**src/rtl/eirq_pkg.sv**
```systemverilog
package eirq_pkg;

    localparam int REG_W      = 8;
    localparam int FLAG_BIT   = 0;
    localparam int ACK_BIT    = 1;
    localparam int EN_BIT     = 2;
    localparam int MODE_BIT   = 3;
    localparam int POL_BIT    = 4;

    typedef enum logic {
        ST_IDLE = 1'b0,
        ST_PEND = 1'b1
    } flag_state_e;

    typedef struct packed {
        logic pol;
        logic level_mode;
        logic enable;
    } eirq_ctrl_t;

endpackage

```
**src/rtl/eirq_sync.sv**
```systemverilog
module eirq_sync #(
    parameter int STAGES = 2
) (
    input  logic clk,
    input  logic rst_n,
    input  logic async_i,
    output logic sync_o
);
    localparam int LAST = STAGES - 1;

    logic [LAST:0] chain;

    generate
        for (genvar g = 0; g < STAGES; g++) begin : g_stage
            if (g == 0) begin : g_first
                always_ff @(posedge clk or negedge rst_n) begin
                    if (!rst_n) chain[0] <= 1'b0;
                    else        chain[0] <= async_i;
                end
            end else begin : g_rest
                always_ff @(posedge clk or negedge rst_n) begin
                    if (!rst_n) chain[g] <= 1'b0;
                    else        chain[g] <= chain[g-1];
                end
            end
        end
    endgenerate

    assign sync_o = chain[LAST];
endmodule

```
**src/rtl/eirq_event.sv**
```systemverilog
module eirq_event (
    input  logic clk,
    input  logic rst_n,
    input  logic sample_i,
    input  logic pol_i,
    input  logic level_mode_i,
    output logic event_o,
    output logic level_hold_o
);
    logic history;
    logic active_now;
    logic edge_seen;

    // history is the raw previous sample, so a polarity change cannot fabricate an edge
    always_ff @(posedge clk or negedge rst_n) begin
        if (!rst_n) history <= 1'b0;
        else        history <= sample_i;
    end

    always_comb begin
        active_now   = pol_i ? sample_i : ~sample_i;
        edge_seen    = pol_i ? (sample_i & ~history) : (~sample_i & history);
        level_hold_o = level_mode_i & active_now;
        event_o      = edge_seen | level_hold_o;
    end
endmodule

```
**src/rtl/eirq_ctrl_reg.sv**
```systemverilog
module eirq_ctrl_reg
    import eirq_pkg::*;
(
    input  logic       clk,
    input  logic       rst_n,
    input  logic       wr_i,
    input  logic [REG_W-1:0] wdata_i,
    output eirq_ctrl_t ctrl_o,
    output logic       ack_o
);
    always_ff @(posedge clk or negedge rst_n) begin
        if (!rst_n) begin
            ctrl_o <= '0;
        end else if (wr_i) begin
            ctrl_o.pol        <= wdata_i[POL_BIT];
            ctrl_o.level_mode <= wdata_i[MODE_BIT];
            ctrl_o.enable     <= wdata_i[EN_BIT];
        end
    end

    assign ack_o = wr_i & wdata_i[ACK_BIT];
endmodule

```
**src/rtl/eirq_flag_fsm.sv**
```systemverilog
module eirq_flag_fsm
    import eirq_pkg::*;
(
    input  logic clk,
    input  logic rst_n,
    input  logic event_i,
    input  logic level_hold_i,
    input  logic ack_i,
    input  logic enable_i,
    output logic pending_o,
    output logic irq_o
);
    flag_state_e state, state_nx;

    always_ff @(posedge clk or negedge rst_n) begin
        if (!rst_n) state <= ST_IDLE;
        else        state <= state_nx;
    end

    always_comb begin
        state_nx = state;
        unique case (state)
            ST_IDLE: if (event_i) state_nx = ST_PEND;
            ST_PEND: if (ack_i && !event_i) state_nx = ST_IDLE;
            default: state_nx = ST_IDLE;
        endcase
    end

    always_comb begin
        pending_o = 1'b0;
        unique case (state)
            ST_IDLE: pending_o = 1'b0;
            ST_PEND: pending_o = 1'b1;
            default: pending_o = 1'b0;
        endcase
        irq_o = pending_o & enable_i;
    end


    event_beats_ack_chk: assert property (@(posedge clk) disable iff (!rst_n)
        (event_i && ack_i) |=> pending_o);


    ack_clears_chk: assert property (@(posedge clk) disable iff (!rst_n)
        (pending_o && ack_i && !event_i) |=> !pending_o);


    level_hold_chk: assert property (@(posedge clk) disable iff (!rst_n)
        level_hold_i |=> pending_o);


    no_spurious_set_chk: assert property (@(posedge clk) disable iff (!rst_n)
        (!pending_o && !event_i) |=> !pending_o);


    flag_only_by_ack_chk: assert property (@(posedge clk) disable iff (!rst_n)
        (pending_o && !ack_i) |=> pending_o);
endmodule

```
**src/rtl/ext_irq_detector.sv**
```systemverilog
module ext_irq_detector
    import eirq_pkg::*;
#(
    parameter int SYNC_STAGES = 2
) (
    input  logic       clk,
    input  logic       rst_n,
    input  logic       pin_i,
    input  logic       reg_wr,
    input  logic [7:0] reg_wdata,
    output logic [7:0] reg_rdata,
    output logic       irq_o
);
    eirq_ctrl_t ctrl;
    logic       ack;
    logic       pin_sync;
    logic       evt;
    logic       level_hold;
    logic       pending;
    logic       unused_wbits;

    assign unused_wbits = ^{reg_wdata[7:5], reg_wdata[FLAG_BIT]};

    eirq_sync #(.STAGES(SYNC_STAGES)) u_sync (
        .clk     (clk),
        .rst_n   (rst_n),
        .async_i (pin_i),
        .sync_o  (pin_sync)
    );

    eirq_ctrl_reg u_ctrl (
        .clk     (clk),
        .rst_n   (rst_n),
        .wr_i    (reg_wr),
        .wdata_i (reg_wdata),
        .ctrl_o  (ctrl),
        .ack_o   (ack)
    );

    eirq_event u_event (
        .clk          (clk),
        .rst_n        (rst_n),
        .sample_i     (pin_sync),
        .pol_i        (ctrl.pol),
        .level_mode_i (ctrl.level_mode),
        .event_o      (evt),
        .level_hold_o (level_hold)
    );

    eirq_flag_fsm u_fsm (
        .clk          (clk),
        .rst_n        (rst_n),
        .event_i      (evt),
        .level_hold_i (level_hold),
        .ack_i        (ack),
        .enable_i     (ctrl.enable),
        .pending_o    (pending),
        .irq_o        (irq_o)
    );

    always_comb begin
        reg_rdata           = '0;
        reg_rdata[FLAG_BIT] = pending;
        reg_rdata[EN_BIT]   = ctrl.enable;
        reg_rdata[MODE_BIT] = ctrl.level_mode;
        reg_rdata[POL_BIT]  = ctrl.pol;
    end


    irq_disabled_quiet_chk: assert property (@(posedge clk) disable iff (!rst_n)
        !reg_rdata[EN_BIT] |-> !irq_o);


    ack_reads_zero_chk: assert property (@(posedge clk) disable iff (!rst_n)
        reg_rdata[ACK_BIT] == 1'b0);
endmodule

```
**config.mk**
```make
export PLATFORM = sky130hd
export DESIGN_NAME = ext_irq_detector
export DESIGN_NICKNAME = d
export VERILOG_FILES = /design/src/rtl/eirq_pkg.sv /design/src/rtl/eirq_sync.sv /design/src/rtl/eirq_event.sv /design/src/rtl/eirq_ctrl_reg.sv /design/src/rtl/eirq_flag_fsm.sv /design/src/rtl/ext_irq_detector.sv
export SDC_FILE = /design/constraint.sdc
export NUM_CORES = 1
export LEC_CHECK = 0
export BUFFER_PORTS_ARGS = -buffer_cell sky130_fd_sc_hd__buf_2
export CORE_AREA = 2 2 39 41
export CTS_BUF_LIST = sky130_fd_sc_hd__clkbuf_8
export DETAILED_ROUTE_END_ITERATION = 16
export DIE_AREA = 0 0 41 43
export SLEW_MARGIN = 15
export SYNTH_ARGS = -nofsm -noshare
export SYNTH_HDL_FRONTEND = slang
export SYNTH_SLANG_ARGS = --single-unit
export TNS_END_PERCENT = 30
```
**constraint.sdc**
```tcl
create_clock -name clk -period 1.2 [get_ports clk]
set_input_delay 0.18 -clock clk [delete_from_list [all_inputs] [get_ports clk]]
set_output_delay 0.18 -clock clk [all_outputs]
set_load 0.02 [all_outputs]
```
After elaboration in Yosys (flattened, before gate mapping)
Cells that the tools add are included.
{"block": "totals", "ff_bits": 7, "in_bits": 12, "out_inout_bits": 9}
{"block": "op_classes", "mux": 6, "n_bitwise": 9, "n_reduce_logical": 2}
{"cell": "bitwise AND 1 bit", "n": 5}
{"cell": "two-way mux 1 bit", "n": 4}
{"cell": "one-hot mux 1 bit (2 select lines)", "n": 2}
{"cell": "inverter 1 bit", "n": 3}
{"cell": "logical AND 1 bit", "n": 1}
{"cell": "zero test 1 bit", "n": 1}
{"cell": "OR 1 bit", "n": 1}

Depth between registers and ports, before layout
Gate-level depths: netlist of the first run.
{"block": "depth", "word_depth": 8, "mapped_depth": 3}

Modules after synthesis
A second synthesis of the first run with hierarchy kept.
{"block": "unflattened", "cells_unflattened": 26, "area_unflattened_um2": 312.8}
{"module": "eirq_ctrl_reg", "n_inst": 1, "cells_each": 7, "area_per_inst_um2": 116.4}
{"module": "eirq_event", "n_inst": 1, "cells_each": 7, "area_per_inst_um2": 62.6}
{"module": "eirq_sync", "n_inst": 1, "cells_each": 2, "area_per_inst_um2": 50.0}
{"module": "eirq_flag_fsm", "n_inst": 1, "cells_each": 4, "area_per_inst_um2": 42.5}
{"module": "ext_irq_detector", "n_inst": 1, "cells_each": 6, "area_per_inst_um2": 41.3}

Least setup slack after synthesis of the first run
No wires, ideal clock.
{"block": "synth_path", "kind": "register to register", "start": "reg u_ctrl.ctrl_o[2] (netlist bit)", "end": "reg u_fsm.state", "setup_ns": 0.119, "arrival_ns": 0.712, "required_time_ns": 1.081, "slack_ns": 0.370, "path_stages_with_launch": 4, "path_buffers": 0, "period_less_slack_ns": 0.830, "cell_sequence": "dfrtp_1 xor2_1 o21ai_1 nand2_1"}
{"block": "synth_via", "elab_chain_cells": 7, "elab_cells_between_ends": 9}
{"element": "start, declared", "line": "eirq_ctrl_reg.sv:8", "rtl": "output eirq_ctrl_t ctrl_o,"}
{"element": "two-way mux 1 bit", "line": "eirq_event.sv:21", "rtl": "active_now = pol_i ? sample_i : ~sample_i;"}
{"element": "bitwise AND 1 bit", "line": "eirq_event.sv:23", "rtl": "level_hold_o = level_mode_i & active_now;"}
{"element": "OR 1 bit *", "line": "eirq_event.sv:24", "rtl": "event_o = edge_seen | level_hold_o;"}
{"element": "zero test 1 bit", "line": "eirq_flag_fsm.sv:24", "rtl": "ST_PEND: if (ack_i && !event_i) state_nx = ST_IDLE;"}
{"element": "logical AND 1 bit", "line": "eirq_flag_fsm.sv:24"}
{"element": "two-way mux 1 bit", "line": "eirq_flag_fsm.sv:24"}
{"element": "one-hot mux 1 bit (2 select lines) *", "line": "eirq_flag_fsm.sv:22", "rtl": "unique case (state)"}
{"element": "named net u_fsm.state_nx", "line": "eirq_flag_fsm.sv:13", "rtl": "flag_state_e state, state_nx;"}
{"element": "end signal, assigned", "line": "eirq_flag_fsm.sv:17", "rtl": "else state <= state_nx;"}
{"element": "end, declared", "line": "eirq_flag_fsm.sv:13"}
Mark *: on every way through the listed nets, which the timed path passes. The rest lies on a longest branch.
A chain may end at the register's enable or synchronous reset.

Final worst setup path of the first run
{"block": "layout_path", "start": "reg u_ctrl.ctrl_o[0] (netlist bit)", "end": "out irq_o"}
{"block": "layout_via", "elab_chain_cells": 1}
{"element": "bitwise AND 1 bit", "line": "eirq_flag_fsm.sv:36", "rtl": "irq_o = pending_o & enable_i;"}
{"element": "end, declared", "line": "ext_irq_detector.sv:12", "rtl": "output logic irq_o"}
No other way between the ends.

==> metrics.csv, run 1 <==
stage,metric,value,unit
status,status,"finished, final reports clean",
critical_path,Crit path largest cell delay,0.38,ns
clock_network,clock root cell,clkbuf_8,
synth,Post-Synth XOR/XNOR Area,5.60,%
critical_path,crit-path cells,"and2_1, buf_2",
power,power per cell area,1750,mW/mm²
placement,placer's final routability congestion estimate,0.686,
synth,count of flip-flops with a built-in enable after synthesis,0,
global_routing,first-pass GRT wire length,793,µm
critical_path,WP data arrival,0.90,ns
routing,via count,190,
sta,Setup Skew,0.00111,ns
routing,Routed Antenna Nets,0,
routing,Top Layer Used,met3,
routing,wl on met1,205,µm
routing,total wire length,496,µm
synth,top cell type's share of synthesized area,56.0,%
routing,DR iter-0 viols,2,
synth,largest family of logic cells by synthesized area,buffers and inverters,
routing,drt drc,0,
synth,top_reg_cell synth,dfrtp_1,
synth,Post-Syn Area per Cell,12.0,µm²
critical_path,crit end category,output pin,
sta,fin crit period,1.08,ns
critical_path,CP Max Fanout,3,
sta,Final setup viols,0,
sta,total negative slack,0,ns
sta,"Slew Viols, Final",0,
synth,mapped cell area,313,µm²
synth,unique cell type count in the Yosys netlist,9,
finish,cell area after layout,399,µm²
global_routing,maximum number of pins on one net before global-route repair,8,
placement,Port Buffers,12,
finish,share of cells above drive strength 1,39.5,%
global_routing,vias in the first global route,199,
routing,DRT Pass-1 Iters,3,
synth,Syn. warnings,0,
synth,register area share after synthesis,56.0,%
sta,period utilization,90.1,%
synth,commonest cells in the netlist,"buf_4, dfrtp_1, mux2_1, nand2_1",
synth,asr flop ratio synth,100,%
synth,Post-Synth Adder-Cell Area,0,%
critical_path,Setup CP Type,flop to output pin,
global_routing,grt total ovfl,0,
sta,final hold vios,0,
floorplanning,Die ar.,0.00176,mm²
critical_path,"Slowest-stage cell, CP",dfrtp_1,
synth,largest area contributor in the netlist,dfrtp_1,
clock_network,Max Buffers Root-to-Sink,2,
power,peak supply drop,682,µV
run,max_cap viols,0,
routing,via-per-instance ratio,3.52,
clock_network,Resized Gates After CTS,0,
sta,Max Freq,925,MHz
floorplanning,Core Region,0.00138,mm²
floorplanning,Initial Utilization,22.6,%
clock_network,worst skew pair latency,0.22,ns
synth,dominant cells by area after synthesis,"dfrtp_1, buf_4, mux2_1",
floorplanning,Top Ports,21,
routing,Routed WL per cell,9.19,µm
finish,synthesis-to-layout area growth,27.6,%
critical_path,worst path required time,1.02,ns
routing,met3 wire len,58,µm
clock_network,setup bufs post-CTS,0,
synth,most frequent cell after synthesis,buf_4,
clock_network,htree depth,1,
sta,Hold WS,0.0651,ns
power,Leakage,0.203,nW
synth,post-synthesis register bit count,7,
clock_network,CTS buffer count,3,
min_path,Hold Path Class,primary input to flop,
synth,Mapped Cells,26,
finish,# diodes,0,
sta,RSZ-0062 raised after global routing,no,
clock_network,hold_buf cts,1,
floorplanning,DIE WIDTH,41,µm
floorplanning,FP Rows,14,
clock_network,CTS tree,done,
floorplanning,Die Height,43,µm
synth,mux contribution to synthesized area,10.8,%
synth,Compound-Gate Fraction of Synth Area,1.60,%
critical_path,CP startpoint kind,flop,
clock_network,Sink Count,7,
synth,Synth Area in Simple Gates,5.60,%
global_routing,initial antenna violation count,0,
placement,Post-DP Area,344,µm²
clock_network,"Reg clk slew, reported paths",0.04,ns
routing,met2 WL,232,µm
finish,nets,51,
global_routing,GRT Total Usage,7.19,%
report_power, final:
part	switching, mW	internal [mW]
combinational	0.0684	0.0435
sequential	0.0149	0.259
clock	0.0924	0.220
total	0.176	0.523
worst paths after layout:
check | from | end | slack, ns | cells after the start
setup / recovery | u_ctrl.ctrl_o[0] | irq_o | 0.12 | 2
setup reg to reg | u_ctrl.ctrl_o[2] | u_fsm.state | 0.32 | 3
hold reg to reg | u_sync.chain[0] | u_sync.sync_o | 0.35 | 0
hold / removal | pin_i | u_sync.chain[0] | 0.07 | 1
max in group asynchronous | rst_n | u_sync.chain[0] | 0.73 | 2
min in group asynchronous | rst_n | u_ctrl.ctrl_o[2] | 0.32 | 2
critical path, delay by kind of cell, from the launching register on:
family	cells	cell delay (ns)
buffers and inverters	1	0.15
DFF	1	0.38
and+or+nand+nor	1	0.15
layout make-up:
cell class	count	area [µm²]
fill	145	985
sequential	7	175
multi-input combinational	14	88.8
timing repair buffer	13	70.1
clock buffer	3	41.3
tap	16	20.0
clock inverter	1	3.75
cell families (layout without fill, tap and decap cells):
logic type,after synthesis,count (layout)
muxes,3,3
xor gates and xnor gates,2,2
other,1,4
and+or+nand+nor,4,4
DFF,7,7
AOI/OAI and AO/OA,1,1
buffers and inverters,8,17
per-layer routing:
layer | vias to the layer above | global-route usage (%)
li1 | 93 | -
met1 | 86 | 8.94
met2 | 11 | 7.81
met3 | 0 | 3.66
met4 | 0 | 8.00
met5 | - | 0
flip-flops by register name, summed over array words and instances (netlist names):
name	flops
u_ctrl.ctrl_o	3
u_sync.chain	1
u_fsm.state	1
u_sync.sync_o	1
u_event.history	1
placed cells by master, fill, tap and decap left out:
cell and count:
o21ai_1 1, xnor2_1 1, inv_1 1, buf_2 12, conb_1 4, dlygate4sd3_1 1
mux2_1 3, dfrtp_1 7, nand2_1 3, xor2_1 1, clkbuf_8 3, and2_1 1
per-stage QoR:
stage               worst slack (ns)  utilization, %  instances  power, mW
finish                         0.119            28.8         54      0.699
global route                  0.0650            28.8         54      0.744
CTS                            0.104            28.8         54      0.715
detailed placement             0.336            24.9         49      0.389
global placement               0.319            24.9         49      0.387
floorplan                      0.370               -         29      0.377
No activity file was read; power rests on OpenSTA's default activity.
==> run 2, diff against run 1 <==
--- a/config.mk
+++ b/config.mk
@@ -8,8 +8,10 @@
 export BUFFER_PORTS_ARGS = -buffer_cell sky130_fd_sc_hd__buf_2
 export CORE_AREA = 2 2 39 41
 export CTS_BUF_LIST = sky130_fd_sc_hd__clkbuf_8
+export CTS_CLUSTER_SIZE = 10
 export DETAILED_ROUTE_END_ITERATION = 16
 export DIE_AREA = 0 0 41 43
+export MAX_ROUTING_LAYER = met4
 export SLEW_MARGIN = 15
 export SYNTH_ARGS = -nofsm -noshare
 export SYNTH_HDL_FRONTEND = slang
==> constraint.sdc (replaced) <==
create_clock -name clk -period 0.91 [get_ports clk]
set_input_delay 0.1365 -clock clk [delete_from_list [all_inputs] [get_ports clk]]
set_output_delay 0.1365 -clock clk [all_outputs]
set_load 0.02 [all_outputs]
==> run 2 against run 1 <==
The flow now finishes with violations (negative setup slack). Combinational power rose by 85%. Flip-flop and latch count did not move. Register-to-register slack got worse by 0.29 ns. Die area did not move. Via count rose by 5.8%.
==> metrics.csv, run 2 (same netlist as run 1, synthesis figures left out) <==
stage,metric,value,unit,change
power,Leakage,0.227,nW,was 0.203 nW
floorplanning,Die Height,43,µm,unchanged
floorplanning,Die ar.,0.00176,mm²,unchanged
finish,"commonest non-fill, non-tap cell in the layout",buf_2,,unchanged
critical_path,CP startpoint kind,flop,,unchanged
finish,fin cells,56,,was 54
routing,total wire length,521,µm,was 496 µm
power,switch share,24.9,%,was 25.1%
global_routing,initial antenna violation count,0,,unchanged
finish,most frequent cells in the layout,"buf_2, dfrtp_1, buf_6",,"was buf_2, dfrtp_1, conb_1"
critical_path,worst path required time,0.77,ns,was 1.02 ns
critical_path,CP Max Fanout,3,,unchanged
placement,placer's final routability congestion estimate,0.693,,was 0.686
floorplanning,DIE WIDTH,41,µm,unchanged
min_path,Hold Startpoint,pin_i,,unchanged
power,P_sw,0.246,mW,was 0.176 mW
finish,synthesis-to-layout area growth,43.6,%,was 27.6%
sta,Final setup viols,3,,was 0
floorplanning,Core Region,0.00138,mm²,unchanged
sta,period utilization,112,%,
sta,fin crit period,1.02,ns,
critical_path,FF-to-FF setup slack,0.03,ns,was 0.32 ns
finish,share of cells above drive strength 1,47.5,%,was 39.5%
finish,final core occ,32.5,%,was 28.8%
sta,final hold vios,0,,unchanged
global_routing,grt total ovfl,0,,unchanged
critical_path,CP startpoint,u_fsm.state,,was u_ctrl.ctrl_o[0]
clock_network,"Reg clk slew, reported paths",0.04,ns,about the same
power,combinational power share,20.9,%,was 16.0%
placement,Port Buffers,12,,unchanged
critical_path,reg2reg end,u_ctrl.ctrl_o[0],,was u_fsm.state
global_routing,first-pass GRT wire length,821,µm,was 793 µm
run,max_cap viols,0,,unchanged
sta,RSZ-0062 raised after global routing,yes,,was no
power,Flop pwr share,37.0,%,was 39.3%
min_path,hold path endpoint,u_sync.chain[0],,unchanged
critical_path,worst r2r src,u_ctrl.ctrl_o[0],,was u_ctrl.ctrl_o[2]
finish,# diodes,0,,unchanged
floorplanning,Initial Utilization,22.6,%,unchanged
critical_path,reg2reg path depth,2,,was 3
clock_network,CTS tree,done,,unchanged
routing,DRT Pass-1 Iters,3,,unchanged
clock_network,clock root cell,clkbuf_8,,unchanged
routing,Routed WL per cell,9.30,µm,was 9.19 µm
floorplanning,FP Rows,14,,unchanged
sta,Setup Skew,0.00155,ns,was 0.00111 ns
global_routing,vias in the first global route,202,,was 199
finish,nets,53,,was 51
clock_network,Sink Count,7,,unchanged
clock_network,Max Buffers Root-to-Sink,2,,unchanged
sta,Max Freq,982,MHz,
status,status,"complete, but fails checks",,"was finished, final reports clean"
routing,via count,201,,was 190
critical_path,Setup CP Type,flop to output pin,,unchanged
global_routing,GRT Total Usage,7.58,%,was 7.19%
power,Cell Int Power,0.742,mW,was 0.523 mW
power,power per cell area,2200,mW/mm²,was 1750 mW/mm²
power,peak supply drop,902,µV,was 682 µV
placement,Inst Count DP,49,,unchanged
power,Pwr Total,0.988,mW,was 0.699 mW
placement,Post-DP Area,344,µm²,unchanged
floorplanning,Top Ports,21,,unchanged
clock_network,worst skew pair latency,0.22,ns,about the same
power,clock network power share,42.1,%,was 44.7%
routing,drt drc,0,,unchanged
min_path,Hold Path Cell Cnt,1,,unchanged
routing,DR iter-0 viols,2,,unchanged
critical_path,WP data arrival,0.88,ns,was 0.90 ns
min_path,Hold Path Class,primary input to flop,,unchanged
critical_path,crit end category,output pin,,unchanged
sta,Hold WS,0.0200,ns,was 0.0651 ns
sta,Final Worst Setup Slack,-0.108,ns,was 0.119 ns
clock_network,htree depth,1,,unchanged
finish,max reg flops,3,,unchanged
routing,via-per-instance ratio,3.59,,was 3.52
global_routing,maximum number of pins on one net before global-route repair,8,,unchanged
clock_network,CTS buffer count,3,,unchanged
status,failing checks,negative setup slack,,
finish,cell area after layout,449,µm²,was 399 µm²
sta,"Slew Viols, Final",0,,unchanged
finish,Fillers,147,,was 145
finish,Biggest register,u_ctrl.ctrl_o,,unchanged
routing,Routed Antenna Nets,0,,unchanged
[run 2: power by group through the flow]
stage	registers (mW)	clock network [mW]	logic, mW
2_1_floorplan	0.362	0	0.135
3_3_place_gp	0.366	0	0.145
3_5_place_dp	0.367	0	0.146
4_1_cts	0.363	0.429	0.180
5_1_grt	0.371	0.452	0.222
6_report	0.365	0.416	0.207
[run 2: cell type report]
class                           count  area [µm²]  area share (%)
Clock buffer                        3        41.3            9.19
Clock inverter                      1        3.75           0.836
Multi-Input combinational cell     14        95.1            21.2
Sequential cell                     7         175            39.0
Tap cell                           16        20.0            4.46
Timing Repair Buffer               15         114            25.3
[run 2: per-stage QoR]
step	setup TNS, ns	setup slack, ns
global route	-0.372	-0.143
finish	-0.203	-0.108
CTS	-0.233	-0.112
detailed placement	0	0.0465
global placement	0	0.0292
floorplan	0	0.0798
[run 2: worst max-delay path by stage]
| stage | end | slack (ns) | cells after the start |
|---|---|---|---|
| after floorplan | u_fsm.state | 0.08 | 3 |
| after global placement | u_fsm.state | 0.03 | 3 |
| after detailed placement | u_fsm.state | 0.05 | 3 |
| after CTS | irq_o | -0.11 | 2 |
| after global routing | irq_o | -0.14 | 2 |
| final | irq_o | -0.11 | 2 |
[run 2: timing repair]
item	4_1_cts	5_1_grt
setup buffers	1	1
hold endpoints to repair	7	0
gates resized for setup	6	5
pin swaps	0	2
setup endpoints to repair	4	7
hold buffers	1	0
[run 2: metal layers]
metal  track usage (%)  wire length (µm)
met5                 -                 0
met4              8.00                 8
met3              3.66                66
met2              8.13               236
met1              9.27               210
[run 2: worst max-delay path, cell delays in order, from the launching register on]
cell	delay (ns)
dfrtp_1	0.38
and2_4	0.16
buf_6	0.12
